===== src/rtl/seg_xlate_pkg.sv =====
package seg_xlate_pkg;
  // strobes from the control half to the datapath half
  typedef struct packed {
    logic selLoad;   // capture a new selector value
    logic realLoad;  // install real-mode base/limit/attribute
    logic fillLoad;  // install fetched descriptor on fetchIdx
    logic emit;      // register a translated linear address
  } segStrobe_t;
endpackage


===== src/rtl/seg_xlate_ctrl.sv =====
module seg_xlate_ctrl
  import seg_xlate_pkg::*;
#(
  parameter int NUM_SEG = 6,
  localparam int IDX_W = $clog2(NUM_SEG)
) (
  input  logic             clk,
  input  logic             rstN,
  input  logic             protMode,
  input  logic             selWrValid,
  input  logic [IDX_W-1:0] selWrIdx,
  input  logic             fetchRspValid,
  input  logic             accValid,
  input  logic [IDX_W-1:0] accIdx,
  input  logic             accWrite,
  input  logic             overLimit,
  input  logic             segWritable,
  output segStrobe_t       strobe,
  output logic             fetchReq,
  output logic [IDX_W-1:0] fetchIdx,
  output logic             busy,
  output logic             linValid,
  output logic             fault
);
  logic [NUM_SEG-1:0] pending;
  logic               idxOk, wrIdxOk, accGo, accBad;

  assign idxOk   = {1'b0, accIdx} < (IDX_W+1)'(NUM_SEG);
  assign wrIdxOk = {1'b0, selWrIdx} < (IDX_W+1)'(NUM_SEG);

  // lowest-numbered pending segment is served first
  always_comb begin
    fetchIdx = '0;
    for (int i = NUM_SEG - 1; i >= 0; i--)
      if (pending[i]) fetchIdx = IDX_W'(i);
  end

  assign fetchReq = |pending;
  assign busy     = accValid && idxOk && pending[accIdx];
  assign accGo    = accValid && !busy;
  assign accBad   = !idxOk || overLimit || (accWrite && !segWritable);

  always_comb begin
    strobe          = '0;
    strobe.selLoad  = selWrValid && wrIdxOk;
    strobe.realLoad = selWrValid && wrIdxOk && !protMode;
    strobe.fillLoad = fetchRspValid && fetchReq;
    strobe.emit     = accGo && !accBad;
  end

  always_ff @(posedge clk) begin
    if (!rstN) begin
      pending  <= '0;
      linValid <= 1'b0;
      fault    <= 1'b0;
    end else begin
      for (int i = 0; i < NUM_SEG; i++) begin
        if (strobe.selLoad && selWrIdx == IDX_W'(i))
          pending[i] <= protMode;           // write wins over a same-cycle fill
        else if (strobe.fillLoad && fetchIdx == IDX_W'(i))
          pending[i] <= 1'b0;
      end
      linValid <= accGo && !accBad;
      fault    <= accGo && accBad;
    end
  end
endmodule


===== src/rtl/seg_xlate_data.sv =====
module seg_xlate_data
  import seg_xlate_pkg::*;
#(
  parameter int NUM_SEG = 6,
  parameter int SEL_W = 16,
  parameter int ADDR_W = 32,
  parameter int REAL_SHIFT = 4,
  parameter logic [ADDR_W-1:0] REAL_LIMIT = 'hFFFF,
  localparam int IDX_W = $clog2(NUM_SEG)
) (
  input  logic              clk,
  input  logic              rstN,
  input  segStrobe_t        strobe,
  input  logic [IDX_W-1:0]  selWrIdx,
  input  logic [SEL_W-1:0]  selWrValue,
  input  logic [IDX_W-1:0]  fetchIdx,
  input  logic [ADDR_W-1:0] fetchRspBase,
  input  logic [ADDR_W-1:0] fetchRspLimit,
  input  logic              fetchRspWritable,
  input  logic [IDX_W-1:0]  accIdx,
  input  logic [ADDR_W-1:0] accOffset,
  output logic [SEL_W-1:0]  fetchSel,
  output logic              overLimit,
  output logic              segWritable,
  output logic [ADDR_W-1:0] linAddr
);
  logic [SEL_W-1:0]  selReg   [NUM_SEG];
  logic [ADDR_W-1:0] baseReg  [NUM_SEG];
  logic [ADDR_W-1:0] limitReg [NUM_SEG];
  logic [NUM_SEG-1:0] wrOkReg;
  logic               idxOk;
  logic [ADDR_W-1:0]  realBase;

  assign idxOk       = {1'b0, accIdx} < (IDX_W+1)'(NUM_SEG);
  assign realBase    = ADDR_W'(selWrValue) << REAL_SHIFT;
  assign fetchSel    = selReg[fetchIdx];
  assign overLimit   = idxOk && (accOffset > limitReg[accIdx]);
  assign segWritable = idxOk && wrOkReg[accIdx];

  always_ff @(posedge clk) begin
    if (!rstN) begin
      for (int i = 0; i < NUM_SEG; i++) begin
        selReg[i]   <= '0;
        baseReg[i]  <= '0;
        limitReg[i] <= REAL_LIMIT;
        wrOkReg[i]  <= 1'b1;
      end
      linAddr <= '0;
    end else begin
      for (int i = 0; i < NUM_SEG; i++) begin
        if (strobe.selLoad && selWrIdx == IDX_W'(i))
          selReg[i] <= selWrValue;
        if (strobe.realLoad && selWrIdx == IDX_W'(i)) begin
          baseReg[i]  <= realBase;
          limitReg[i] <= REAL_LIMIT;
          wrOkReg[i]  <= 1'b1;
        end else if (strobe.fillLoad && fetchIdx == IDX_W'(i)) begin
          baseReg[i]  <= fetchRspBase;
          limitReg[i] <= fetchRspLimit;
          wrOkReg[i]  <= fetchRspWritable;
        end
      end
      if (strobe.emit) linAddr <= baseReg[accIdx] + accOffset;
    end
  end
endmodule


===== src/rtl/seg_xlate.sv =====
module seg_xlate
  import seg_xlate_pkg::*;
#(
  parameter int NUM_SEG = 6,
  parameter int SEL_W = 16,
  parameter int ADDR_W = 32,
  parameter int REAL_SHIFT = 4,
  parameter logic [ADDR_W-1:0] REAL_LIMIT = 'hFFFF,
  localparam int IDX_W = $clog2(NUM_SEG)
) (
  input  logic              clk,
  input  logic              rstN,
  input  logic              protMode,
  input  logic              selWrValid,
  input  logic [IDX_W-1:0]  selWrIdx,
  input  logic [SEL_W-1:0]  selWrValue,
  output logic              fetchReq,
  output logic [IDX_W-1:0]  fetchIdx,
  output logic [SEL_W-1:0]  fetchSel,
  input  logic              fetchRspValid,
  input  logic [ADDR_W-1:0] fetchRspBase,
  input  logic [ADDR_W-1:0] fetchRspLimit,
  input  logic              fetchRspWritable,
  input  logic              accValid,
  input  logic [IDX_W-1:0]  accIdx,
  input  logic [ADDR_W-1:0] accOffset,
  input  logic              accWrite,
  output logic              busy,
  output logic              linValid,
  output logic [ADDR_W-1:0] linAddr,
  output logic              fault
);
  segStrobe_t strobe;
  logic       overLimit, segWritable;

  seg_xlate_ctrl #(.NUM_SEG(NUM_SEG)) u_ctrl (
    .clk(clk), .rstN(rstN), .protMode(protMode),
    .selWrValid(selWrValid), .selWrIdx(selWrIdx),
    .fetchRspValid(fetchRspValid),
    .accValid(accValid), .accIdx(accIdx), .accWrite(accWrite),
    .overLimit(overLimit), .segWritable(segWritable),
    .strobe(strobe), .fetchReq(fetchReq), .fetchIdx(fetchIdx),
    .busy(busy), .linValid(linValid), .fault(fault)
  );

  seg_xlate_data #(
    .NUM_SEG(NUM_SEG), .SEL_W(SEL_W), .ADDR_W(ADDR_W),
    .REAL_SHIFT(REAL_SHIFT), .REAL_LIMIT(REAL_LIMIT)
  ) u_data (
    .clk(clk), .rstN(rstN), .strobe(strobe),
    .selWrIdx(selWrIdx), .selWrValue(selWrValue),
    .fetchIdx(fetchIdx), .fetchRspBase(fetchRspBase),
    .fetchRspLimit(fetchRspLimit), .fetchRspWritable(fetchRspWritable),
    .accIdx(accIdx), .accOffset(accOffset),
    .fetchSel(fetchSel), .overLimit(overLimit),
    .segWritable(segWritable), .linAddr(linAddr)
  );
endmodule


===== config.mk =====
export PLATFORM = sky130hd
export DESIGN_NAME = seg_xlate
export DESIGN_NICKNAME = d
export VERILOG_FILES = /design/src/rtl/seg_xlate_pkg.sv /design/src/rtl/seg_xlate_ctrl.sv /design/src/rtl/seg_xlate_data.sv /design/src/rtl/seg_xlate.sv
export SDC_FILE = /design/constraint.sdc
export NUM_CORES = 1
export LEC_CHECK = 0
export ABC_AREA = 1
export BUFFER_PORTS_ARGS = -buffer_cell sky130_fd_sc_hd__buf_2
export CAP_MARGIN = 20
export CORE_MARGIN = 8
export CORE_UTILIZATION = 36
export DETAILED_ROUTE_END_ITERATION = 6
export HOLD_SLACK_MARGIN = 0.06
export PLACE_DENSITY = 0.5
export SYNTH_ARGS = -nofsm -noshare
export SYNTH_HDL_FRONTEND = slang
export SYNTH_SLANG_ARGS = --single-unit

===== constraint.sdc =====
create_clock -name clk -period 4.6 [get_ports clk]
set_input_delay 0 -clock clk [delete_from_list [all_inputs] [get_ports clk]]
set_output_delay 0 -clock clk [all_outputs]
set_load 0.02 [all_outputs]

# [Yosys cells after proc, flatten, opt, wreduce, memory -nomap -nowiden]
# Memory sizes are Yosys's and may differ from the RTL's.
# Index checks and enable logic that the tools add are counted.
[totals] ff_bits=46 ramBits=480 out_inout_bits=55 n_memories=3
[classes] addsub=1 magnitude_cmp=4 n_eq_ne=10 n_mux=113 n_bitwise=31 reduce_logical=51
[memory_table] name="u_data.baseReg" depth=6 word_bits=32 read_ports=1 rd_ports_with_merged_regs=0 write_ports=6 line="seg_xlate_data.sv:28" rtl="logic [ADDR_W-1:0] baseReg [NUM_SEG];"
[memory_table] name="u_data.limitReg" depth=6 word_bits=32 read_ports=1 rd_ports_with_merged_regs=0 write_ports=6 line="seg_xlate_data.sv:29" rtl="logic [ADDR_W-1:0] limitReg [NUM_SEG];"
[memory_table] name="u_data.selReg" depth=6 word_bits=16 read_ports=1 rd_ports_with_merged_regs=0 write_ports=6 line="seg_xlate_data.sv:27" rtl="logic [SEL_W-1:0] selReg [NUM_SEG];"
[ops] op="$mux 32" n=24
[ops] op="$mux 16" n=6
[ops] op="$mux 1" n=75
[ops] op="$add 32x32->32" n=1
[ops] op="$gt 32x32->1" n=1
[ops] op="$or 1x1->1" n=30
[ops] op="$logic_and 1x1->1" n=29
[ops] op="$mux 3" n=6
[ops] op="$eq 3x2->1 const B" n=4
[ops] op="$eq 3x3->1 const B" n=4
[ops] op="$reduce_bool 2->1" n=6
[ops] op="$reduce_or 2->1" n=6
[ops] op="$bmux 1 s3" n=2
[ops] op="$eq 3x1->1 const B" n=2
[ops] op="$logic_not 3->1" n=2
[ops] op="$lt 3x3->1 const B" n=2
[ops] op="$reduce_or 6->1" n=1
[ops] op="$logic_not 1->1" n=5
[ops] op="$lt 3x4->1 const B" n=1
[ops] op="$logic_or 1x1->1" n=2
[ops] op="$not 1->1" n=1

# [Depth between registers and ports, before layout]
# Gate-level depths: netlist (run 1).
[depth] word_depth=13 ltp_mapped=25 mapped_depth_nobuf=21

# [By module]
# A second synthesis (run 1) with hierarchy kept.
[unflattened] cells_unflattened=2979 area_unflattened_um2=26798.2
[by_module_without_submodules] mod="seg_xlate_data" n_inst=1 cells_each=2872 area_per_inst_um2=26188.9
[by_module_without_submodules] mod="seg_xlate_ctrl" n_inst=1 cells_each=107 area_per_inst_um2=609.3

# [Least setup slack after synthesis (run 1)]
# Ideal clock, no wire load.
[synth_path] path_kind="reg-to-reg" from="reg u_ctrl.pending[3]" to="mem u_data.baseReg[2][0], enable pin" setup_ns=0.859 arrival_ns=2.705 path_slack_ns=1.036 stages_incl_launch_ff=9 n_path_buf=0 period_less_slack_ns=3.564 cell_sequence="dfxtp_1 > nor2_2 > nand4_1 > nand2_1 > nor2_1 > inv_1 > nor2_4 > inv_2 > nand3_1"
[synth_rtl] element="start: declaration" line="seg_xlate_ctrl.sv:25" rtl="logic [NUM_SEG-1:0] pending;"
[synth_rtl] element="start signal: indexed assignment" line="seg_xlate_ctrl.sv:59" rtl="pending[i] <= protMode;"
[synth_rtl] element="end: declaration" line="seg_xlate_data.sv:28"

==> results of run 1 <==
[routing by layer]
| layer | vias to the layer above | GRT usage (%) | share of wire [%] |
|---|---|---|---|
| li1 | 10395 | - | - |
| met1 | 10685 | 29.2 | 43 |
| met2 | 798 | 36.6 | 47 |
| met3 | 145 | 2.70 | 6.2 |
| met4 | 0 | 7.60 | 3.3 |
| met5 | - | 0 | 0 |
[state kept, by name (all words and copies together), names as in the netlist]
register	count
u_ctrl.linValid	1
u_ctrl.pending	6
u_data.wrOkReg	6
u_data.linAddr	32
u_data.selReg	96
u_data.limitReg	192
u_data.baseReg	192
u_ctrl.fault	1
[synthesized netlist by cell type (32+ instances only)]
master      n  area share [%]
ha_1       63             3.0
o21ai_0   204             3.8
nand3_1    89             1.7
clkbuf_1  120             1.7
nand2_1   681             9.6
edfxtp_1  480              54
inv_1     303             4.3
nor2_1    503             7.1
dfxtp_1    46             3.5
a32o_1     32             1.2
a21oi_1   101             1.9
nand4_1    47             1.1
o22ai_1   144             3.4
[critical path, cell delays in order]
cell and delay [ns]:
dlygate4sd3_1 0.55, buf_2 0.13, inv_1 0.08, nor2_1 0.10
inv_1 0.07, nor3_1 0.22, dlygate4sd3_1 0.61, inv_1 0.10
nor2_1 0.11, clkinv_1 0.51, nor2_1 0.26, clkinv_1 0.10
buf_4 0.24, nand3_4 0.12, buf_4 0.59
[kinds of logic after synthesis]
group           Yosys count
simple gates           1358
flops                   526
compound gates          505
buf+inv                 484
fa+ha+maj                64
xor+xnor                 14
[power by group through the flow]
stage	Combinational, mW	Sequential, mW	Clock (mW)
final	1.79	5.53	4.79
after global routing	1.96	5.55	5.04
after CTS	1.81	5.53	4.87
after detailed placement	1.74	5.63	0
after global placement	1.73	5.63	0
after floorplan	1.01	5.66	0
[worst paths after layout]
path | slack [ns] | depth (start not counted) | to
max | 0.99 | 15 | u_data.baseReg[2][0]
min | 0.12 | 6 | u_data.linAddr[0]
max reg2reg | 1.06 | 13 | u_data.baseReg[4][9]
min reg2reg | 0.47 | 2 | u_data.wrOkReg[5]
[metrics by stage]
stage / cell area [µm²] / instances / power, mW / setup slack [ns] / utilization (%)
after detailed placement: 28500 / 3972 / 7.37 / 0.843 / 39.0
final: 31400 / 4177 / 12.1 / 0.994 / 43.0
after global placement: 28500 / 3972 / 7.36 / 0.843 / 39.0
after global routing: 31400 / 4177 / 12.6 / 0.855 / 43.0
after floorplan: 26500 / 2951 / 6.67 / 1.04 / -
after CTS: 31400 / 4177 / 12.2 / 1.10 / 43.0
[area by class of cell]
class	count	share of cell area, %
Timing Repair Buffer	325	7.42
Tap cell	959	3.82
Multi-Input combinational cell	1941	29.9
Clock buffer	73	4.97
Clock inverter	35	1.20
Sequential cell	526	48.9
Inverter	318	3.82
[timing repair]
| item | 4_1_cts | 5_1_grt |
|---|---|---|
| endpoints found under the hold margin | 495 | 0 |
| buffers inserted | 0 | 0 |
| hold buffers | 97 | 0 |
==> summary.txt, run 1 <==
Critical Path Sink Type: register
Total gr overflow: 0
Worst Clk Skew: 0.0294 ns
Worst slew margin: 37.1%
H-tree depth: 2
Pin count of the biggest net entering global routing: 99
Worst EP required: 4.85 ns
Layout area overhead: 18.2%
Final wirelength: 92.8 mm
Worst-path fanout max: 36
Post-CTS Resized: 0
Crit path launch type: input pin
Worst Hold Class: in -> reg
Critical path arrival: 3.86 ns
Register area: 15300 µm²
Clock Power Share: 39.6%
Combinational group share of total power: 14.8%
Initial Utilization: 36.4%
1st-iter DRT viols: 1781
Post-synthesis cell type count: 45
Switching share of power: 27.5%
Power per cell area: 386 nW/µm²
Endpoints failing hold: 0
DR vias: 22023
TritonCTS buffer count: 59
I/O Pins: 181
Initial antenna violation count: 0
CTS tree: yes
RSZ-0062 raised after global routing: false
CORE AREA: 73000 µm²
Final nets: 3361
Peak VDD IR: 279 µV
XOR/XNOR share of the synthesized area: 0.462%
Post-Synth Adder-Cell Area: 3.04%
Wirelength per Cell: 22.2 µm
Period utilization: 78.4%
Post-Syn Instances: 2951
Drt pass-1 iters: 7
Vias per std cell: 5.27
RR Startpoint: u_ctrl.pending[5]
Compound-Gate Fraction of Synth Area: 11.1%
Worst Tran Pin Value: 0.944 ns
Critical Path Start: selWrValid
Flop pwr share: 45.7%
Clock Latency Late Sink: 0.64 ns
Setup CP Type: in -> reg
Post-synth EDFFs: 480
Maximum clock rate: 277 MHz
Synth Area per Inst: 9.00 µm²
Final setup vio count: 0
Die width: 288 µm
Sequential share of the synthesized area: 57.8%
Diodes inserted: 0
Port Buffers: 180
Mux cell area share after synthesis: 0%
Max_cap viols: 0
Share of layout cells above drive strength 1: 10.9%
Cell area after synthesis: 26500 µm²
Register bit total from synthesis: 526
Psw: 3.33 mW
Max-slew violation count: 0
Post-Synth Simple-Gate Area: 20.6%
Fillers: 7126
Yosys warns: 0
Final min period: 3.61 ns
Most common cell after layout, fill and taps aside: nand2_1
Hpwl dp: 62.1 mm
Routed Antenna Nets: 0
Root Buffer: clkbuf_16
Total GRT Usage: 21.9%
Area occupied by multi-input gates: 9390 µm²
Fin Setup TNS: 0 ns
Status: complete, no violations
Ys flop type: edfxtp_1
Most frequent cells in the layout: 674 x nand2_1, 502 x nor2_1, 480 x edfxtp_1, 303 x inv_1, 204 x o21ai_0
Vias in the first global route: 21933
Ys async rst share: 0%
Syn nets: 3141
Leakage power: 12.9 nW
Rows: 99
Hold_ws: 0.121 ns
Die area: 82700 µm²
Die height: 288 µm
Bufs on Longest Clock Path: 3
GP Congestion: 0.906
Largest family of logic cells by synthesized area: simple AND/OR/NAND/NOR gates
Post-route DRC: 0
Clock transition at path regs: 0.06 ns
CTS Sinks: 526
Global-route wire length before repair: 138 mm
Worst Hold Launch: accOffset[0]
Internal: 8.79 mW
No activity file was read; power rests on OpenSTA's default activity.
==> inputs of run 2 (changes only) <==
Settings changed: PLACE_DENSITY 0.5 to 0.52.
Clock period 4.6 ns to 3.04 ns, I/O delays scaled along.
==> run 2 against run 1 <==
Setup slack lost 0.77 ns. Final area up 3.6%. Register-to-register slack got worse by 0.83 ns. Largest cell class unchanged. Largest power group unchanged.
==> summary.txt, run 2 (synthesized netlist as in run 1, its figures left out) <==
Fillers: 7023 (-1.4%)
Die height: 288 µm (unchanged)
Worst Clk Skew: 0.0456 ns (+0.0162 ns)
Placed insts: 4084 (+2.8%)
GP Congestion: 0.945 (+4.4%)
Max-slew violation count: 0 (unchanged)
Critical path cell sequence: dlygate4sd3_1 -> buf_2 -> inv_1 -> nor2_1 -> inv_1 -> nor3_1 -> dlygate4sd3_1 -> inv_1 -> nor2_1 -> clkinv_1 -> buf_4 -> nor2_1 -> clkinv_1 -> buf_4 -> nand3_4 -> buf_12
Power per cell area: 558 nW/µm² (+45%)
RSZ-0062 raised after global routing: false
Port Buffers: 180 (unchanged)
Leakage power: 13.5 nW (+5.0%)
Final Instance Count excl. Fillers: 4293 (+2.8%)
Most common cell after layout, fill and taps aside: nand2_1
Worst Tran Pin Value: 0.893 ns (-0.0508 ns)
Worst-path fanout max: 26 (-28%)
Final wirelength: 88.0 mm (-5.2%)
DR vias: 22266 (+1.1%)
H-tree depth: 2 (unchanged)
Worst slew margin: 40.3% (+3.2 points)
Global-route wire length before repair: 133 mm (-3.6%)
Final min period: 2.82 ns
Initial antenna violation count: 0 (unchanged)
Pin count of the biggest net entering global routing: 65 (-34%)
Die area: 82700 µm² (unchanged)
CTS Sinks: 526 (unchanged)
CTS tree: yes
Clock transition at path regs: 0.06 ns (about the same)
Post-route DRC: 0 (unchanged)
Max_cap viols: 0 (unchanged)
Clock Latency Late Sink: 0.65 ns (about the same)
Setup CP Type: in -> reg
Maximum clock rate: 355 MHz
Diodes inserted: 0 (unchanged)
Vias per std cell: 5.19 (-1.6%)
Root Buffer: clkbuf_16
Worst EP required: 3.34 ns (-1.51 ns)
Worst Hold Class: in -> reg
Most frequent cells in the layout: 674 x nand2_1, 502 x nor2_1, 480 x edfxtp_1, 303 x inv_1, 203 x o21ai_0
Final nets: 3479 (+3.5%)
Initial Utilization: 36.4% (unchanged)
Status: complete, no violations
Worst path slowest cell: dlygate4sd3_1
Critical path arrival: 3.12 ns (-0.74 ns)
CORE AREA: 73000 µm² (unchanged)
Rows: 99 (unchanged)
I/O Pins: 181 (unchanged)
Critical Path Sink Type: register
Total gr overflow: 0 (unchanged)
Hpwl dp: 61.1 mm (-1.6%)
Peak VDD IR: 462 µV (+66%)
Drt pass-1 iters: 6 (-1)
CP peak stage delay: 0.57 ns (-0.04 ns)
Vias in the first global route: 22186 (+1.2%)
Routed Antenna Nets: 0 (unchanged)
Die width: 288 µm (unchanged)
Fin Setup TNS: 0 ns (unchanged)
Total GRT Usage: 20.7% (-1.2 points)
Period utilization: 92.7%
Bufs on Longest Clock Path: 3 (unchanged)
1st-iter DRT viols: 1909 (+7.2%)
Crit path launch type: input pin
Wirelength per Cell: 20.5 µm (-7.8%)
Final setup vio count: 0 (unchanged)
Layout area overhead: 22.5%
Share of layout cells above drive strength 1: 13.9% (+2.9 points)
TritonCTS buffer count: 58 (-1.7%)
Endpoints failing hold: 0 (unchanged)
Largest regs: u_data.baseReg x192, u_data.limitReg x192, u_data.selReg x96
-- run 2: final timing paths --
check	startpoint	endpoint	slack (ns)	cells past startpoint
setup / recovery	selWrValid	u_data.limitReg[2][5]	0.22	16
hold / removal	accOffset[29]	u_data.linAddr[29]	0.1	7
setup reg to reg	u_data.baseReg[3][12]	u_data.linAddr[15]	0.23	16
hold reg to reg	u_data.wrOkReg[3]	u_data.wrOkReg[3]	0.48	1
-- run 2: layout make-up --
class                      count  area, µm²  area share (%)
clock inverter                36        349            1.07
sequential                   526      15300            47.2
tap                          959       1200            3.69
timing repair buffer         444       3550            10.9
inverter                     318       1200            3.69
clock buffer                  69       1490            4.59
multi-input combinational   1941       9390            28.9
-- run 2: stage by stage --
step	worst slack (ns)	area, µm²	power [mW]	util (%)	hold WS (ns)
final	0.221	32500	18.2	44.6	0.0962
after global routing	0.0173	32500	18.9	44.6	0.144
after CTS	0.0702	32500	18.3	44.6	0.0718
after detailed placement	0.0555	29600	11.3	40.6	0.323
after global placement	0.0744	29600	11.3	40.6	0.322
after floorplan	0.0891	26600	10.1	-	0.133
-- run 2: what timing repair did --
| action | 4_1_cts | 5_1_grt |
|---|---|---|
| endpoints found under the hold margin | 551 | 0 |
| resized for setup | 0 | 2 |
| hold buffers | 103 | 0 |
| buffers inserted | 0 | 1 |
| setup endpoints to repair | 0 | 25 |
-- run 2: worst max-delay path: cells and delay by family --
family / cells / cell delay, ns
buffers and inverters: 11 / 2.29
and+or+nand+nor: 5 / 0.80
-- run 2: per-layer routing --
| metal | up-vias | share of wire [%] | global-route usage (%) |
|---|---|---|---|
| met5 | - | 0 | 0 |
| met3 | 142 | 5.6 | 2.34 |
| li1 | 10634 | - | - |
| met2 | 739 | 47 | 34.5 |
| met4 | 0 | 3.6 | 7.48 |
| met1 | 10751 | 43 | 27.7 |
-- run 2: where the power goes --
group | internal [mW] | switching [mW]
logic | 1.04 | 1.87
clock network | 3.85 | 3.02
registers | 8.26 | 0.109
